**src/rtl/vic_pkg.sv**
```systemverilog
// Package: shared constants, register selector type and address decode for
// the vectored interrupt controller. Assumes word-aligned 32-bit addresses.
package vic_pkg;

    localparam int          EXC_W       = 6;
    localparam logic [31:0] A_EN_SET    = 32'hE000_E100;
    localparam logic [31:0] A_EN_CLR    = 32'hE000_E180;
    localparam logic [31:0] A_PEND_SET  = 32'hE000_E200;
    localparam logic [31:0] A_PEND_CLR  = 32'hE000_E280;
    localparam logic [31:0] A_PRIO_BASE = 32'hE000_E400;
    localparam logic [EXC_W-1:0] EXC_NMI      = 6'd2;
    localparam logic [EXC_W-1:0] EXC_IRQ_BASE = 6'd16;

    typedef enum logic [2:0] {
        RS_NONE, RS_EN_SET, RS_EN_CLR, RS_PEND_SET, RS_PEND_CLR, RS_PRIO
    } reg_sel_e;

    // Map a bus address onto one of the register groups.
    function automatic reg_sel_e decode_addr(input logic [31:0] a);
        reg_sel_e s;
        if (a[1:0] != 2'b00)                 s = RS_NONE;
        else if (a == A_EN_SET)              s = RS_EN_SET;
        else if (a == A_EN_CLR)              s = RS_EN_CLR;
        else if (a == A_PEND_SET)            s = RS_PEND_SET;
        else if (a == A_PEND_CLR)            s = RS_PEND_CLR;
        else if (a[31:5] == A_PRIO_BASE[31:5]) s = RS_PRIO;
        else                                 s = RS_NONE;
        return s;
    endfunction

endpackage

```
**src/rtl/vic_regs.sv**
```systemverilog
// Module: software-visible state. Holds enables, waiting bits and priority
// levels, decodes bus writes and returns reads combinationally.
// Assumes single-cycle bus strobes and NUM_IRQ <= 32.
module vic_regs
    import vic_pkg::*;
#(
    parameter int NUM_IRQ = 16,
    parameter int PRIO_W  = 2
) (
    input  logic                      clk,
    input  logic                      rst_n,
    input  logic                      bus_sel,
    input  logic                      bus_we,
    input  logic [31:0]               bus_addr,
    input  logic [31:0]               bus_wdata,
    output logic [31:0]               bus_rdata,
    input  logic [NUM_IRQ-1:0]        irq_in,
    input  logic [NUM_IRQ-1:0]        ack_clr,
    output logic [NUM_IRQ-1:0]        en_o,
    output logic [NUM_IRQ-1:0]        pend_o,
    output logic [NUM_IRQ*PRIO_W-1:0] prio_o
);
    localparam int FIELD_LSB = 8 - PRIO_W;

    reg_sel_e             sel;
    logic                 wr;
    logic [2:0]           word;
    logic [NUM_IRQ-1:0]   wmask;
    logic [NUM_IRQ-1:0]   en_q;
    logic [NUM_IRQ-1:0]   pend_q;
    logic [PRIO_W-1:0]    prio_q [NUM_IRQ];

    assign sel   = decode_addr(bus_addr);
    assign wr    = bus_sel && bus_we;
    assign word  = bus_addr[4:2];
    assign wmask = bus_wdata[NUM_IRQ-1:0];

    // Enable mask: write-one-to-set and write-one-to-clear.
    always_ff @(posedge clk) begin
        if (!rst_n)                          en_q <= '0;
        else if (wr && sel == RS_EN_SET)     en_q <= en_q | wmask;
        else if (wr && sel == RS_EN_CLR)     en_q <= en_q & ~wmask;
    end

    // Waiting mask: lines and set writes win over clears and acknowledges.
    always_ff @(posedge clk) begin
        if (!rst_n) pend_q <= '0;
        else pend_q <= (pend_q
                        & ~((wr && sel == RS_PEND_CLR) ? wmask : '0)
                        & ~ack_clr)
                       | ((wr && sel == RS_PEND_SET) ? wmask : '0)
                       | irq_in;
    end

    for (genvar g = 0; g < NUM_IRQ; g++) begin : g_prio
        localparam int WI = g / 4;
        localparam int BI = g % 4;
        // Priority field: top bits of the byte lane owned by this line.
        always_ff @(posedge clk) begin
            if (!rst_n) prio_q[g] <= '0;
            else if (wr && sel == RS_PRIO && int'(word) == WI)
                prio_q[g] <= bus_wdata[BI*8+FIELD_LSB +: PRIO_W];
        end
        assign prio_o[g*PRIO_W +: PRIO_W] = prio_q[g];
    end

    // Read mux: masks zero-extended, priority bytes rebuilt from fields.
    always_comb begin
        bus_rdata = '0;
        case (sel)
            RS_EN_SET, RS_EN_CLR:     bus_rdata[NUM_IRQ-1:0] = en_q;
            RS_PEND_SET, RS_PEND_CLR: bus_rdata[NUM_IRQ-1:0] = pend_q;
            RS_PRIO: begin
                for (int i = 0; i < NUM_IRQ; i++) begin
                    if (int'(word) == i / 4)
                        bus_rdata[(i%4)*8+FIELD_LSB +: PRIO_W] = prio_q[i];
                end
            end
            default: bus_rdata = '0;
        endcase
    end

    assign en_o   = en_q;
    assign pend_o = pend_q;


    en_clear_chk: assert property (@(posedge clk) disable iff (!rst_n)
        (wr && sel == RS_EN_CLR) |=> ((en_q & $past(wmask)) == '0));


    line_pends_chk: assert property (@(posedge clk) disable iff (!rst_n)
        (irq_in != '0) |=> ((pend_q & $past(irq_in)) == $past(irq_in)));

endmodule

```
**src/rtl/vic_pick.sv**
```systemverilog
// Module: combinational winner search. Scans candidates from line 0 upward,
// replacing the best only on a strictly lower level, so ties keep the lower
// line number. Assumes NUM_IRQ >= 2.
module vic_pick #(
    parameter int NUM_IRQ = 16,
    parameter int PRIO_W  = 2,
    localparam int IDX_W  = $clog2(NUM_IRQ)
) (
    input  logic [NUM_IRQ-1:0]        cand,
    input  logic [NUM_IRQ*PRIO_W-1:0] prio,
    output logic                      found,
    output logic [IDX_W-1:0]          win_idx,
    output logic [PRIO_W-1:0]         win_prio
);
    // Linear scan keeping the most urgent candidate seen so far.
    always_comb begin
        found    = 1'b0;
        win_idx  = '0;
        win_prio = '0;
        for (int i = 0; i < NUM_IRQ; i++) begin
            if (cand[i] && (!found || prio[i*PRIO_W +: PRIO_W] < win_prio)) begin
                found    = 1'b1;
                win_idx  = IDX_W'(i);
                win_prio = prio[i*PRIO_W +: PRIO_W];
            end
        end
    end
endmodule

```
**src/rtl/vic_core.sv**
```systemverilog
// Module: exception arbitration. Tracks in-service lines, the non-maskable
// request and the global disable. It gates the winner against the running
// priority and turns acknowledges into waiting-bit clears.
// Assumes ack_in and done_in are single-cycle pulses from the core.
module vic_core
    import vic_pkg::*;
#(
    parameter int NUM_IRQ = 16,
    parameter int PRIO_W  = 2,
    localparam int IDX_W  = $clog2(NUM_IRQ)
) (
    input  logic                      clk,
    input  logic                      rst_n,
    input  logic [NUM_IRQ-1:0]        en,
    input  logic [NUM_IRQ-1:0]        pend,
    input  logic [NUM_IRQ*PRIO_W-1:0] prio,
    input  logic                      nmi_in,
    input  logic                      mask_set_in,
    input  logic                      mask_clr_in,
    input  logic [PRIO_W:0]           exec_prio,
    input  logic                      ack_in,
    input  logic                      done_in,
    input  logic [EXC_W-1:0]          done_num,
    output logic                      req_valid,
    output logic [EXC_W-1:0]          req_num,
    output logic [NUM_IRQ-1:0]        ack_clr
);
    logic                 mask_q;
    logic [NUM_IRQ-1:0]   act_q;
    logic                 nmi_pend_q;
    logic                 nmi_act_q;
    logic [NUM_IRQ-1:0]   cand;
    logic [NUM_IRQ-1:0]   done_clr;
    logic                 found;
    logic [IDX_W-1:0]     win_idx;
    logic [PRIO_W-1:0]    win_prio;
    logic                 irq_ok;
    logic                 nmi_req;
    logic                 take_nmi;
    logic                 take_irq;

    assign cand = en & pend & ~act_q & {NUM_IRQ{~mask_q}};

    vic_pick #(.NUM_IRQ(NUM_IRQ), .PRIO_W(PRIO_W)) u_pick (
        .cand     (cand),
        .prio     (prio),
        .found    (found),
        .win_idx  (win_idx),
        .win_prio (win_prio)
    );

    assign irq_ok    = found && ({1'b0, win_prio} < exec_prio);
    assign nmi_req   = nmi_pend_q && !nmi_act_q;
    assign req_valid = nmi_req || irq_ok;
    assign req_num   = nmi_req ? EXC_NMI : (EXC_IRQ_BASE + EXC_W'(win_idx));
    assign take_nmi  = ack_in && nmi_req;
    assign take_irq  = ack_in && !nmi_req && irq_ok;

    // Decode acknowledge and completion into per-line vectors.
    always_comb begin
        ack_clr  = '0;
        done_clr = '0;
        if (take_irq) ack_clr[win_idx] = 1'b1;
        for (int i = 0; i < NUM_IRQ; i++)
            done_clr[i] = done_in && (done_num == EXC_IRQ_BASE + EXC_W'(i));
    end

    // Global disable: a set pulse wins over a clear pulse.
    always_ff @(posedge clk) begin
        if (!rst_n)           mask_q <= 1'b0;
        else if (mask_set_in) mask_q <= 1'b1;
        else if (mask_clr_in) mask_q <= 1'b0;
    end

    // In-service lines: set on acknowledge, cleared on completion.
    always_ff @(posedge clk) begin
        if (!rst_n) act_q <= '0;
        else        act_q <= (act_q & ~done_clr) | ack_clr;
    end

    // Non-maskable request and its in-service flag.
    always_ff @(posedge clk) begin
        if (!rst_n) begin
            nmi_pend_q <= 1'b0;
            nmi_act_q  <= 1'b0;
        end else begin
            nmi_pend_q <= nmi_in || (nmi_pend_q && !take_nmi);
            nmi_act_q  <= (nmi_act_q && !(done_in && done_num == EXC_NMI)) || take_nmi;
        end
    end


    mask_blocks_chk: assert property (@(posedge clk) disable iff (!rst_n)
        mask_q |-> !(req_valid && req_num != EXC_NMI));


    nmi_first_chk: assert property (@(posedge clk) disable iff (!rst_n)
        (nmi_in && !nmi_act_q && !ack_in) |=> (req_valid && req_num == EXC_NMI));


    prio_gate_chk: assert property (@(posedge clk) disable iff (!rst_n)
        (req_valid && req_num != EXC_NMI)
            |-> ({1'b0, prio[win_idx*PRIO_W +: PRIO_W]} < exec_prio));


    ack_active_chk: assert property (@(posedge clk) disable iff (!rst_n)
        take_irq |=> act_q[$past(win_idx)]);


    no_reoffer_chk: assert property (@(posedge clk) disable iff (!rst_n)
        take_irq |=> !(req_valid && req_num == $past(req_num)));

endmodule

```
**src/rtl/irq_vector_ctrl.sv**
```systemverilog
// Module: top of the vectored interrupt controller. Joins the register
// state to the arbiter. Assumes a word-wide bus with one-cycle write strobes
// and combinational reads, and NUM_IRQ between 2 and 32.
module irq_vector_ctrl
    import vic_pkg::*;
#(
    parameter int NUM_IRQ = 16,
    parameter int PRIO_W  = 2
) (
    input  logic                 clk,
    input  logic                 rst_n,
    input  logic                 bus_sel,
    input  logic                 bus_we,
    input  logic [31:0]          bus_addr,
    input  logic [31:0]          bus_wdata,
    output logic [31:0]          bus_rdata,
    input  logic [NUM_IRQ-1:0]   irq_in,
    input  logic                 nmi_in,
    input  logic                 mask_set_in,
    input  logic                 mask_clr_in,
    input  logic [PRIO_W:0]      exec_prio,
    output logic                 req_valid,
    output logic [5:0]           req_num,
    input  logic                 ack_in,
    input  logic                 done_in,
    input  logic [5:0]           done_num
);
    logic [NUM_IRQ-1:0]        en;
    logic [NUM_IRQ-1:0]        pend;
    logic [NUM_IRQ*PRIO_W-1:0] prio;
    logic [NUM_IRQ-1:0]        ack_clr;

    vic_regs #(.NUM_IRQ(NUM_IRQ), .PRIO_W(PRIO_W)) u_regs (
        .clk       (clk),
        .rst_n     (rst_n),
        .bus_sel   (bus_sel),
        .bus_we    (bus_we),
        .bus_addr  (bus_addr),
        .bus_wdata (bus_wdata),
        .bus_rdata (bus_rdata),
        .irq_in    (irq_in),
        .ack_clr   (ack_clr),
        .en_o      (en),
        .pend_o    (pend),
        .prio_o    (prio)
    );

    vic_core #(.NUM_IRQ(NUM_IRQ), .PRIO_W(PRIO_W)) u_core (
        .clk         (clk),
        .rst_n       (rst_n),
        .en          (en),
        .pend        (pend),
        .prio        (prio),
        .nmi_in      (nmi_in),
        .mask_set_in (mask_set_in),
        .mask_clr_in (mask_clr_in),
        .exec_prio   (exec_prio),
        .ack_in      (ack_in),
        .done_in     (done_in),
        .done_num    (done_num),
        .req_valid   (req_valid),
        .req_num     (req_num),
        .ack_clr     (ack_clr)
    );


    reset_quiet_chk: assert property (@(posedge clk)
        !rst_n |=> !req_valid);

endmodule

```
**config.mk**
```make
export PLATFORM = sky130hd
export DESIGN_NAME = irq_vector_ctrl
export DESIGN_NICKNAME = d
export VERILOG_FILES = /design/src/rtl/vic_pkg.sv /design/src/rtl/vic_regs.sv /design/src/rtl/vic_pick.sv /design/src/rtl/vic_core.sv /design/src/rtl/irq_vector_ctrl.sv
export SDC_FILE = /design/constraint.sdc
export NUM_CORES = 1
export LEC_CHECK = 0
export BUFFER_PORTS_ARGS = -buffer_cell sky130_fd_sc_hd__buf_4
export CAP_MARGIN = 20
export CORE_MARGIN = 5
export CORE_UTILIZATION = 53
export DETAILED_ROUTE_END_ITERATION = 10
export PLACE_DENSITY_LB_ADDON = 0.08
export SLEW_MARGIN = 0
export SYNTH_ARGS = -nofsm -noshare
export SYNTH_HDL_FRONTEND = slang
export SYNTH_HIERARCHICAL = 1
export SYNTH_SLANG_ARGS = --single-unit
export TNS_END_PERCENT = 20
```
**constraint.sdc**
```tcl
create_clock -name clk -period 11.7 [get_ports clk]
set_input_delay 0.585 -clock clk [delete_from_list [all_inputs] [get_ports clk]]
set_output_delay 0.585 -clock clk [all_outputs]
set_load 0.1 [all_outputs]
```
==> run metrics, run 1 <==
run status finished, final reports clean; Top delay family on crit path compound AO/OA/AOI/OAI gates; most frequent CP cell ha_1; final std cells w/o fill 1055; Max Slew Vio Count 0; Initial Util 54.22%; leakage power 3.431 nW; routability cong. 0.9320; Top FF cell, synth dfxtp_1; crit end category primary output; final hold violation count 0; sum of buffers and inverters on the critical path 4; Post-synth EDFFs 32; Power Internal 0.5207 mW; clock network fraction of total power 40.5%; standard cell core area 0.01206 mm^2; First-pass DRT Iterations 5; Synth Register Bits 83; gr usage total 28.45%; share of layout cells above drive strength 1 21.31%; most frequent cells in the layout buf_4, nand2_1, and3_1; Critical Path RT 11.12 ns; worst hold path class in -> reg; port bufs 111; Post-DRT Antenna Nets 0; clk buf depth 2; fill count 1028; Pwr Total 0.7165 mW; Placed Area 0.007443 mm^2; Multi-input gate area 0.004170 mm^2; drt total wl 21150 um; first-pass GRT wire length 33040 um; RSZ-0062 raised after global routing false; critical path's largest stage delay 0.76 ns; post-synthesis sequential area ratio 30.30%; achievable clock frequency 100.9 MHz; max-cap violations 0; Post-CTS Resized 0; Post-Synthesis Cell Area 0.006540 mm^2; largest net degree at the start of global routing 76; Antenna Cells 0; nets@finish 986; number of global-route vias before repair 6249; Worst-Margin Slew 1.109 ns; commonest non-fill, non-tap cell in the layout buf_4; Die ar. 0.01466 mm^2; setup bufs post-CTS 0; Boundary Pins 137; Worst Path Class, Setup reg -> out; via count 6801; hpwl dp 16050 um; post-route setup TNS 0 ns; Ys Warns 6; Post-Place Cells 1035; crit path max fanout 17; post-route clock skew 0.009362 ns; Rel. slew slack 25.29%; final setup vio count 0; GR Overflow Total 0; register area 0.001982 mm^2; TritonCTS clock tree done; total CTS buffers 9; die width 121.1 um; Tmin final 9.908 ns; Combinational Power Share 13.8%; initial antenna violation count 0; Root Driver clkbuf_16; Initial DRC Count 779; critical path arrival 9.32 ns; Reg power frac 45.7%; DR vias/cell 6.446; DR WL/cell 20.05 um; clk_lat worst skew 0.35 ns; placement row count 40; Layout area overhead 19.04%; sw frac 27.33%; PwrDens 92.04 mW/mm^2; cts hold-fix bufs 0; Clk pin slew, worst setup/hold paths 0.06 ns; Crit-path slowest cell dfxtp_1; DRC viols 0; Switching Power 0.1958 mW; cells after synthesis 785; Distinct cells, synth 101; post-layout instance area 0.007785 mm^2; Worst VDD drop 90.67 uV; CTS HTree Levels 3; Final Cycle Share 84.69%; Startpoint Class flop; Async SR Flop Fraction 0%; smallest hold slack 0.4529 ns; Syn Area/Cell 8.331 um^2; Clock Sinks 83; Die H 121.1 um
[through the flow]
stage | worst slack, ns | util [%]
finish | 1.792 | 64.54
global route | 1.122 | 64.54
CTS | 1.895 | 64.21
detailed placement | 1.969 | 61.71
global placement | 2.179 | 61.71
floorplan | 2.535 | -
[power groups by stage]
stage | Combinational [mW] | Sequential (mW) | Clock, mW
2_1_floorplan | 0.0638 | 0.326 | 0
3_3_place_gp | 0.0944 | 0.333 | 0
3_5_place_dp | 0.0967 | 0.333 | 0
4_1_cts | 0.0971 | 0.327 | 0.291
5_1_grt | 0.106 | 0.329 | 0.302
6_report | 0.0986 | 0.328 | 0.290
[area by class of cell]
class,instances,area share [%]
Clock buffer,14,3.697
Clock inverter,2,0.1768
Inverter,48,2.314
Multi-Input combinational cell,616,53.57
Sequential cell,83,25.46
Tap cell,168,2.700
Timing Repair Buffer,124,12.09
[worst register-to-register path, delay by kind of cell, from the launching register on]
kind	cells	cell delay, ns
AO/OA/AOI/OAI	18	3.97
adder cells (fa/ha/maj)	5	1.27
AND/OR/NAND/NOR	11	2.44
multiplexers	3	0.82
buffers and inverters	4	0.49
flip-flops	1	0.76
[Yosys cell counts (14+ instances only)]
cell,number,share of area [%]
nand2_1,90,5.2
clkbuf_1,26,1.5
nor2_1,26,1.5
a31oi_1,20,1.9
o21ai_0,53,4.1
a21oi_1,30,2.3
nor3_1,25,1.9
nand3b_1,24,2.8
edfxtp_1,32,15
a221o_1,16,2.4
dfxtp_1,51,16
a21o_1,17,2.0
a21boi_1,16,1.8
nand3_1,17,1.3
and3_1,54,5.2
a22o_1,14,1.9
inv_1,46,2.6
[kinds of logic (layout without fill, tap and decap cells)]
logic type	Yosys count	in the layout	share of synthesized area [%]
buffers and inverters	97	188	6.753
AND/OR/NAND/NOR	326	326	29.37
other	2	13	0.1148
AO/OA/AOI/OAI	255	255	29.00
flip-flops	83	83	30.30
adder cells (fa/ha/maj)	10	10	1.760
multiplexers	12	12	2.698
[path summary, 6_finish.rpt]
kind,start,to,slack [ns],depth (start not counted)
setup / recovery,u_core/mask_q,req_valid,1.79,38
setup reg to reg,u_core/mask_q,u_regs/pend_o[8],1.85,41
hold reg to reg,u_core/act_q[12],u_core/act_q[12],0.48,2
hold / removal,bus_wdata[3],flop,0.45,2
[layer usage]
layer	global-route usage [%]	up-vias	routed length [um]
met4	6.941	0	353
met5	0	-	0
met3	5.548	31	2219
li1	-	3155	-
met2	43.35	367	9449
met1	41.38	3248	9126
Note: power is estimated with default switching activity, not from simulation.
==> inputs of run 2 (changes only) <==
Clock period 11.7 ns to 9.5 ns, I/O delays scaled along.
==> run 2 against run 1 <==
Routed wire length rose by 0.46%. Worst setup slack worse by 1.3 ns. Clock-buffer cell count down 3. Flip-flop and latch count unchanged. Sequential share of layout area decreased by 0.43 points. Clock skew down 0.0012 ns. Via count about the same. Critical path type unchanged.
==> run metrics, run 2 (synthesized netlist as in run 1, its figures left out) <==
run status finished, final reports clean; Worst-Margin Slew 1.099 ns; met3 usage 4.569%; achievable clock frequency 110.6 MHz; grt met1 use 41.43%; sum of buffers and inverters on the critical path 3; final setup vio count 0; GRT busiest layer met2; fill count 1012; hold wc startpoint mask_set_in; via count 6797; final hold violation count 0; TritonCTS clock tree done; DRC viols 0; Layout area overhead 21.10%; largest net degree at the start of global routing 76; total CTS buffers 9; clk buf depth 2; drt total wl 21250 um; initial antenna violation count 0; port bufs 111; clk_lat worst skew 0.35 ns; worst hold path class in -> reg; hpwl dp 16150 um; met2 usage 43.31%; post-layout util 65.66%; number of global-route vias before repair 6246; nets@finish 998; DR WL/cell 19.91 um; Rel. slew slack 26.17%; most frequent cells in the layout buf_4, nand2_1, and3_1; die width 121.1 um; Die H 121.1 um; DR vias/cell 6.370; Clock Sinks 83; Crit-path slowest cell or3_1; crit end category primary output; Multi-input gate area 0.004250 mm^2; final std cells w/o fill 1067; Post-DRT Antenna Nets 0; leakage power 3.481 nW; max-cap violations 0; worst hold stages 2; Placed Area 0.007488 mm^2; Root Driver clkbuf_16; Worst VDD drop 95.09 uV; Hold Path Sink u_core/mask_q; post-route setup TNS 0 ns; routability cong. 0.9562; PwrDens 108.3 mW/mm^2; crit path max fanout 7; register area 0.001982 mm^2; path depth of the worst reg2reg path 42; Boundary Pins 137; Die ar. 0.01466 mm^2; smallest hold slack 0.3341 ns; Startpoint Class flop; Top delay family on crit path compound AO/OA/AOI/OAI gates; Post-Place Cells 1041; critical path arrival 8.57 ns; CTS HTree Levels 3; First-pass DRT Iterations 5; share of layout cells above drive strength 1 23.58%; Max Slew Vio Count 0; post-layout instance area 0.007920 mm^2; Final Cycle Share 95.17%; most frequent CP cell ha_1; Clk pin slew, worst setup/hold paths 0.06 ns; commonest non-fill, non-tap cell in the layout buf_4; reg2reg end u_regs/pend_o[3]; Initial Util 54.22%; Worst Path Class, Setup reg -> out; Tmin final 9.041 ns; Critical Path RT 9.03 ns; gr usage total 28.20%; GR Overflow Total 0; post-route clock skew 0.008118 ns; standard cell core area 0.01206 mm^2; placement row count 40; Antenna Cells 0; first-pass GRT wire length 32960 um; Initial DRC Count 749; r2r setup slk 0.60 ns; critical path's largest stage delay 0.42 ns
[run 2: report_power, final]
part / total, mW / internal [mW] / switching, mW
combinational: 0.125 / 0.0479 / 0.0771
sequential: 0.403 / 0.384 / 0.0190
clock: 0.330 / 0.185 / 0.145
[run 2: layout make-up]
cell class	instances	share of cell area, %
Tap cell	168	2.654
Clock inverter	5	0.4265
Multi-Input combinational cell	616	53.67
Timing Repair Buffer	136	12.89
Inverter	48	2.275
Clock buffer	11	3.065
Sequential cell	83	25.02
[run 2: how the worst max path moves through the flow]
stage	from	end	slack, ns	cells past startpoint
2_1_floorplan	u_core/mask_q	req_num[0]	0.44	35
3_3_place_gp	flop	u_regs/pend_o[9]	0.33	41
3_5_place_dp	flop	u_regs/pend_o[3]	0.04	41
4_1_cts	flop	req_valid	0.04	38
5_1_grt	flop	req_valid	-0.02	38
6_report	flop	req_valid	0.46	38
[run 2: what timing repair did]
| action | 4_1_cts | 5_1_grt |
|---|---|---|
| endpoints found under the setup margin | 2 | 34 |
| pin swaps | 0 | 5 |
| hold buffers | 0 | 0 |
| resized for setup | 1 | 16 |
| buffers inserted | 0 | 7 |
| cloned | 0 | 0 |
[run 2: per-layer routing]
layer  wire length [um]  vias up
met5                  0        -
met4                323        0
li1                   -     3165
met2               9401      339
met1               9573     3271
met3               1947       22
[run 2: stage by stage]
step | setup WS [ns] | power (mW)
final | 0.4591 | 0.8576
after global routing | -0.02207 | 0.8849
after detailed placement | 0.04009 | 0.5309
after global placement | 0.3310 | 0.5275
after floorplan | 0.4448 | 0.4795
after CTS | 0.03951 | 0.8563
